[src/rtl/gerr_irq_pkg.sv]
`timescale 1ns/1ps
// Shared constants and types for the toggle-handshake error interrupt controller.
package gerr_irq_pkg;

    // Interrupt source index; also the order of the pulse generators.
    localparam int NUM_SRC  = 4;
    localparam int SRC_EVQ  = 0;
    localparam int SRC_PRI  = 1;
    localparam int SRC_SYNC = 2;
    localparam int SRC_GERR = 3;

    // Control register layout.
    localparam int CTRL_W       = 3;
    localparam int EN_GERR_BIT  = 0;
    localparam int EN_EVQ_BIT   = 2;
    localparam logic [CTRL_W-1:0] CTRL_KEEP = 3'b101;

    // Register addresses.
    localparam int ADDR_ERR  = 0;
    localparam int ADDR_ACK  = 1;
    localparam int ADDR_CTRL = 2;

endpackage

[src/rtl/irq_edge_pulse.sv]
`timescale 1ns/1ps
// Turns fire requests into single-cycle pulses for an edge-sensitive wire.
// Assumes: fire is already gated by any enable. A fire that arrives while the
// pulse is high is owed (one deep) and emitted after one low cycle.
module irq_edge_pulse (
    input  logic clk,
    input  logic rst_n,
    input  logic fire,
    output logic pulse
);

    logic pulse_q;
    logic owed_q;

    // Emit a pulse when low and something is waiting; remember one overlapping fire.
    always_ff @(posedge clk) begin
        if (!rst_n) begin
            pulse_q <= 1'b0;
            owed_q  <= 1'b0;
        end else if (pulse_q) begin
            pulse_q <= 1'b0;
            owed_q  <= owed_q | fire;
        end else begin
            pulse_q <= fire | owed_q;
            owed_q  <= fire & owed_q;
        end
    end

    assign pulse = pulse_q;

    AST_PULSE_SINGLE: assert property (@(posedge clk) disable iff (!rst_n)
        pulse_q |=> !pulse_q);

endmodule

[src/rtl/gerr_toggle_unit.sv]
`timescale 1ns/1ps
// Holds the error and acknowledge registers and computes the pending set.
// Hardware flips masked non-pending bits of the error register; software
// writes the acknowledge register in full. Both use pre-edge values.
module gerr_toggle_unit #(
    parameter int ERR_W = 32
) (
    input  logic             clk,
    input  logic             rst_n,
    input  logic             hw_req,
    input  logic [ERR_W-1:0] hw_mask,
    input  logic             sw_wr,
    input  logic [ERR_W-1:0] sw_data,
    output logic [ERR_W-1:0] err_q,
    output logic [ERR_W-1:0] ack_q,
    output logic             flipped_any,
    output logic [ERR_W-1:0] acked_q,
    output logic             illegal_q
);

    logic [ERR_W-1:0] pending;
    logic [ERR_W-1:0] fresh;
    logic [ERR_W-1:0] toggled;

    // Pending bits, the bits a hardware request may flip, and the bits a write toggles.
    always_comb begin
        pending     = err_q ^ ack_q;
        fresh       = hw_req ? (hw_mask & ~pending) : '0;
        flipped_any = |fresh;
        toggled     = sw_wr ? (ack_q ^ sw_data) : '0;
    end

    // Update both registers and the one-cycle acknowledge reports.
    always_ff @(posedge clk) begin
        if (!rst_n) begin
            err_q     <= '0;
            ack_q     <= '0;
            acked_q   <= '0;
            illegal_q <= 1'b0;
        end else begin
            err_q     <= err_q ^ fresh;
            if (sw_wr) begin
                ack_q <= sw_data;
            end
            acked_q   <= toggled & pending;
            illegal_q <= |(toggled & ~pending);
        end
    end

    AST_PENDING_HELD: assert property (@(posedge clk) disable iff (!rst_n)
        1'b1 |=> (((err_q ^ $past(err_q)) & $past(pending)) == '0));

    AST_ACK_TAKES_WRITE: assert property (@(posedge clk) disable iff (!rst_n)
        sw_wr |=> (ack_q == $past(sw_data)));

    AST_ILLEGAL_NEEDS_WRITE: assert property (@(posedge clk) disable iff (!rst_n)
        illegal_q |-> $past(sw_wr));

endmodule

[src/rtl/gerr_reg_port.sv]
`timescale 1ns/1ps
// Decodes the simple register port: write strobes for the acknowledge and
// control registers, storage for the control register, and the read mux.
// Assumes: reads are combinational, and the error register is read-only.
module gerr_reg_port
    import gerr_irq_pkg::*;
#(
    parameter int ERR_W  = 32,
    parameter int ADDR_W = 2
) (
    input  logic              clk,
    input  logic              rst_n,
    input  logic              wr,
    input  logic [ADDR_W-1:0] addr,
    input  logic [ERR_W-1:0]  wdata,
    input  logic [ERR_W-1:0]  err_val,
    input  logic [ERR_W-1:0]  ack_val,
    output logic              ack_wr,
    output logic              en_gerr,
    output logic              en_evq,
    output logic [ERR_W-1:0]  rdata
);

    localparam logic [ADDR_W-1:0] A_ERR  = ADDR_W'(ADDR_ERR);
    localparam logic [ADDR_W-1:0] A_ACK  = ADDR_W'(ADDR_ACK);
    localparam logic [ADDR_W-1:0] A_CTRL = ADDR_W'(ADDR_CTRL);

    logic [CTRL_W-1:0] ctrl_q;

    // Acknowledge write strobe.
    assign ack_wr = wr && (addr == A_ACK);

    // Control register keeps only its defined enable bits.
    always_ff @(posedge clk) begin
        if (!rst_n) begin
            ctrl_q <= '0;
        end else if (wr && (addr == A_CTRL)) begin
            ctrl_q <= wdata[CTRL_W-1:0] & CTRL_KEEP;
        end
    end

    assign en_gerr = ctrl_q[EN_GERR_BIT];
    assign en_evq  = ctrl_q[EN_EVQ_BIT];

    // Read mux by address.
    always_comb begin
        case (addr)
            A_ERR:   rdata = err_val;
            A_ACK:   rdata = ack_val;
            A_CTRL:  rdata = {{(ERR_W-CTRL_W){1'b0}}, ctrl_q};
            default: rdata = '0;
        endcase
    end

    AST_CTRL_WRITE_KEPT: assert property (@(posedge clk) disable iff (!rst_n)
        (wr && addr == A_CTRL) |=> (ctrl_q == ($past(wdata[CTRL_W-1:0]) & CTRL_KEEP)));

endmodule

[src/rtl/gerr_irq_ctrl.sv]
`timescale 1ns/1ps
// Toggle-handshake error interrupt controller, top level.
// Gates each source by its enable, then drives one pulse generator per
// source. Assumes: request inputs are single-cycle strobes from the same clock.
module gerr_irq_ctrl
    import gerr_irq_pkg::*;
#(
    parameter int   ERR_W         = 32,
    parameter int   ADDR_W        = 2,
    parameter logic PRI_SUPPORTED = 1'b0
) (
    input  logic              clk,
    input  logic              rst_n,
    input  logic              evq_req,
    input  logic              prireq_req,
    input  logic              cmdsync_req,
    input  logic              gerr_req,
    input  logic [ERR_W-1:0]  gerr_mask,
    input  logic              reg_wr,
    input  logic [ADDR_W-1:0] reg_addr,
    input  logic [ERR_W-1:0]  reg_wdata,
    output logic [ERR_W-1:0]  reg_rdata,
    output logic              irq_evq,
    output logic              irq_prireq,
    output logic              irq_cmdsync,
    output logic              irq_gerr,
    output logic [ERR_W-1:0]  err_reg,
    output logic [ERR_W-1:0]  ack_reg,
    output logic [ERR_W-1:0]  ack_done,
    output logic              ack_illegal
);

    logic               ack_wr;
    logic               en_gerr;
    logic               en_evq;
    logic               flipped_any;
    logic [NUM_SRC-1:0] fire;
    logic [NUM_SRC-1:0] pulses;

    gerr_reg_port #(.ERR_W(ERR_W), .ADDR_W(ADDR_W)) u_regs (
        .clk     (clk),
        .rst_n   (rst_n),
        .wr      (reg_wr),
        .addr    (reg_addr),
        .wdata   (reg_wdata),
        .err_val (err_reg),
        .ack_val (ack_reg),
        .ack_wr  (ack_wr),
        .en_gerr (en_gerr),
        .en_evq  (en_evq),
        .rdata   (reg_rdata)
    );

    gerr_toggle_unit #(.ERR_W(ERR_W)) u_toggle (
        .clk         (clk),
        .rst_n       (rst_n),
        .hw_req      (gerr_req),
        .hw_mask     (gerr_mask),
        .sw_wr       (ack_wr),
        .sw_data     (reg_wdata),
        .err_q       (err_reg),
        .ack_q       (ack_reg),
        .flipped_any (flipped_any),
        .acked_q     (ack_done),
        .illegal_q   (ack_illegal)
    );

    // Per-source fire conditions after enable gating.
    always_comb begin
        fire           = '0;
        fire[SRC_EVQ]  = evq_req & en_evq;
        fire[SRC_PRI]  = prireq_req & PRI_SUPPORTED;
        fire[SRC_SYNC] = cmdsync_req;
        fire[SRC_GERR] = flipped_any & en_gerr;
    end

    for (genvar i = 0; i < NUM_SRC; i++) begin : g_src
        irq_edge_pulse u_pulse (
            .clk   (clk),
            .rst_n (rst_n),
            .fire  (fire[i]),
            .pulse (pulses[i])
        );
    end

    assign irq_evq     = pulses[SRC_EVQ];
    assign irq_prireq  = pulses[SRC_PRI];
    assign irq_cmdsync = pulses[SRC_SYNC];
    assign irq_gerr    = pulses[SRC_GERR];

    AST_READ_CTRL_HIDDEN: assert property (@(posedge clk) disable iff (!rst_n)
        (reg_addr == ADDR_W'(ADDR_CTRL)) |-> (reg_rdata[ERR_W-1:CTRL_W] == '0));

    AST_ERR_IGNORES_WRITE: assert property (@(posedge clk) disable iff (!rst_n)
        !gerr_req |=> (err_reg == $past(err_reg)));

endmodule

[config.mk]
export PLATFORM = sky130hd
export DESIGN_NAME = gerr_irq_ctrl
export DESIGN_NICKNAME = d
export VERILOG_FILES = /design/src/rtl/gerr_irq_pkg.sv /design/src/rtl/irq_edge_pulse.sv /design/src/rtl/gerr_toggle_unit.sv /design/src/rtl/gerr_reg_port.sv /design/src/rtl/gerr_irq_ctrl.sv
export SDC_FILE = /design/constraint.sdc
export NUM_CORES = 1
export LEC_CHECK = 0
export BUFFER_PORTS_ARGS = -buffer_cell sky130_fd_sc_hd__buf_2
export CAP_MARGIN = 20
export CORE_ASPECT_RATIO = 0.75
export CORE_UTILIZATION = 54
export DETAILED_ROUTE_END_ITERATION = 16
export HOLD_SLACK_MARGIN = 0.15
export PLACE_DENSITY = 0.86
export SETUP_SLACK_MARGIN = 0.15
export SLEW_MARGIN = 5
export SYNTH_ARGS = -nofsm -noshare
export SYNTH_HDL_FRONTEND = slang
export SYNTH_HIERARCHICAL = 1
export SYNTH_SLANG_ARGS = --single-unit
[constraint.sdc]
create_clock -name clk -period 3.8 [get_ports clk]
set_clock_uncertainty 0.15 [all_clocks]
set_input_delay 0.19 -clock clk [delete_from_list [all_inputs] [get_ports clk]]
set_output_delay 0.19 -clock clk [all_outputs]
set_load 0.03 [all_outputs]
==> impl_metrics.yaml <==
worst_hold_path:
  hp-start: "g_src[1].u_pulse/pulse"
  hold_class: "reg2reg"
  hold-path-endpoint: "g_src[1].u_pulse/pulse"
  worstHoldPathCells: 1
logic_synthesis:
  yosysMostFrequentCell: "dfxtp_1"
  syn-mean-instance-area_um2: 8.36
  synthTopCellsByArea: "dfxtp_1, mux2i_1, nor2b_1"
  ys.flop_type: "dfxtp_1"
  yosysTopAreaCellShare_pct: 37.1
  yosysUniqueCellTypes: 34
  yosys.area.top_type: "dfxtp_1"
  ys_warn_count: 6
  synthArstFlopShare_pct: 0
  synth-seq-cells: 107
  ys_top_cells_by_count: "dfxtp_1, mux2i_1, nor2_1"
  synth-edff-count: 0
  synth_seq_area_share_pct: 37.1
  syn_area_um2: 5770
  netlist_instances: 690
clock_tree:
  clk_pin_slew_worst_paths_ns: 0.08
  cts-resized-gates: 0
  h-tree-depth: 3
  clockBufferDepth: 2
  cts_made_buffers: 9
  insertion_delay_ns: 0.36
  cts_root_buf: "clkbuf_16"
  cts_setup_buffers: 0
  cts_tree: "built"
  cts.sinks: 107
sta:
  slew_headroom_pct: 50.8
  fin_crit_ns: 2.35
  tns_ns: 0
  rsz0062_at_grt: "false"
  tightest_slew_ns: 0.738
  setup_viol: 0
  drv_slew: 0
  fin_crit_sh_pct: 61.8
  finalHoldViolCount: 0
  max_freq_mhz: 426
  fin_hold_ws_ns: 0.337
die:
  io_pins: 206
  die_h_um: 91.5
  start_util_pct: 55.8
  die_w_um: 121
  die-area_um2: 11100
  num_rows: 32
  core_area_um2: 10300
place:
  io_buffers: 204
  place_area_um2: 6880
  dp.cells: 1011
  dpl.hpwl_mm: 11.1
  gp_congestion: 0.818
global_routing:
  grt_usage_pct: 31.3
  antenna_found_initial: 0
  grt_pass1_wl_mm: 26.8
  grt_remaining_overflow: 0
  grt_pass1_vias: 5390
  grt_max_degree: 77
worst_setup_path:
  r2r-start: "u_toggle/ack_q[15]"
  cp.buffers_inverters: 0
  reg2reg_depth: 8
  critical_path.max_fanout: 8
  max_stage_delay_ns: 0.48
  ff2ff_setup_slack_ns: 1.45
  crit_required_ns: 3.90
  cp_top_family: "compound AO/OA/AOI/OAI gates"
  end_kind: "flip-flop"
  timing.rr.end: "g_src[3].u_pulse/owed_q"
  path_class: "reg2reg"
  critPathArrivalTime_ns: 2.45
  crit_chain: "xnor2_1 -> a22o_1 -> a221oi_1 -> nand4_1 -> o31a_1 -> and2_1 -> o21ai_1 -> a21boi_1"
  critical-path-slowest-cell: "dfxtp_1"
  startpoint_type: "flip-flop"
power_and_ir_drop:
  switchingPower_mw: 0.849
  ir_worst_vdd_uv: 257
  cellInternalPower_mw: 1.89
  leakage_nw: 3.50
  power_frac_comb_pct: 20.8
  p_per_area_nw_per_um2: 348
  swShare_pct: 31.0
  clockPowerShare_pct: 34.1
  power_frac_seq_pct: 45.2
drt:
  vias_per_cell: 5.41
  vias: 5920
  drc: 0
  totalWireLength_mm: 17.7
  wl_per_cell_um: 16.2
  antenna_left: 0
  drt_iter0_drc: 355
  dr.pass1.iters: 7
final_layout:
  fin_nets: 1027
  final_util_pct: 76.1
  fin_area_um2: 7860
  final_cells: 1095
  layout-drive-gt1-share_pct: 24.9
  synthToLayoutAreaGrowth_pct: 36.2
  antenna_cells_inserted: 0
status:
  status: "finished, final reports clean"
run:
  cap_viol_max_count: 0
==> registers in the layout (all words and copies together), names as in the netlist <==
signal / count
u_toggle/err_q: 32
g_src.u_pulse/owed_q: 4
u_toggle/illegal_q: 1
g_src.u_pulse/pulse: 4
u_toggle/acked_q: 32
u_regs/ctrl_q: 2
u_toggle/ack_q: 32
==> routing by layer <==
| layer | part of all wire [%] | vias to the layer above | track usage, % |
|---|---|---|---|
| met5 | 0 | - | 0 |
| met4 | 2.0 | 0 | 9.67 |
| met3 | 6.9 | 29 | 6.16 |
| met2 | 48 | 263 | 55.6 |
| met1 | 43 | 2766 | 37.7 |
| li1 | - | 2862 | - |
==> layout make-up <==
cell class / instances / area [um^2]
well taps: 136 / 170
flip-flops and latches: 107 / 2140
repair buffers: 277 / 1740
multi-input cells: 553 / 3490
fillers: 735 / 2470
clock buffers: 10 / 239
inverters: 6 / 22.5
clock inverters: 6 / 55.1
==> through the flow <==
stage          power, mW  setup slack, ns
6_report            2.74             1.45
5_1_grt             2.85             1.31
4_1_cts             2.73             1.45
3_5_place_dp        1.76             1.48
2_1_floorplan       1.59             1.65
3_3_place_gp        1.75             1.55
==> placed cells by master, fill, tap and decap left out, types with 5 or more instances in the layout <==
cell / n
buf_2: 204
dfxtp_1: 107
mux2i_1: 98
nor2_1: 96
nand2_1: 86
dlygate4sd3_1: 68
nor2b_1: 67
and2_1: 34
o21ai_1: 33
xnor2_1: 32
a21oi_1: 18
nand3b_1: 14
nand3_1: 10
clkbuf_16: 9
a22oi_1: 8
or3b_2: 8
o21ai_0: 7
inv_1: 6
buf_4: 5
nand4_1: 5
==> worst max path at each step <==
stage,from,end,depth (start not counted)
finish,u_toggle/ack_q[15],g_src[3].u_pulse/owed_q,8
global route,u_toggle/ack_q[15],g_src[3].u_pulse/owed_q,8
CTS,u_toggle/ack_q[15],g_src[3].u_pulse/owed_q,8
detailed placement,u_toggle/ack_q[15],g_src[3].u_pulse/owed_q,8
global placement,u_toggle/ack_q[15],g_src[3].u_pulse/owed_q,8
floorplan,u_toggle/ack_q[15],g_src[3].u_pulse/owed_q,8
==> worst reg2reg max path, cell delays in order (launching register included) <==
cell and delay (ns):
dfxtp_1 0.48, xnor2_1 0.13, a22o_1 0.29, a221oi_1 0.30, nand4_1 0.15, o31a_1 0.34, and2_1 0.19, o21ai_1 0.14
a21boi_1 0.07
==> logic make-up after synthesis <==
family	synth area share, %
compound gates	8.53
xor+xnor	4.86
buf+inv	2.65
flops	37.1
mux	17.0
other cells	0.0650
simple gates	29.8
==> timing repair <==
action | in CTS | in global routing
setup endpoints to repair | 0 | 0
hold endpoints to repair | 101 | 0
hold buffers | 68 | 0
==> power groups by stage <==
stage | sequential [mW] | combinational (mW) | clock, mW
floorplan | 1.32 | 0.268 | 0
global placement | 1.26 | 0.491 | 0
detailed placement | 1.26 | 0.498 | 0
CTS | 1.23 | 0.554 | 0.947
global route | 1.24 | 0.605 | 0.999
finish | 1.24 | 0.568 | 0.932
Note: power is estimated with default switching activity, not from simulation.
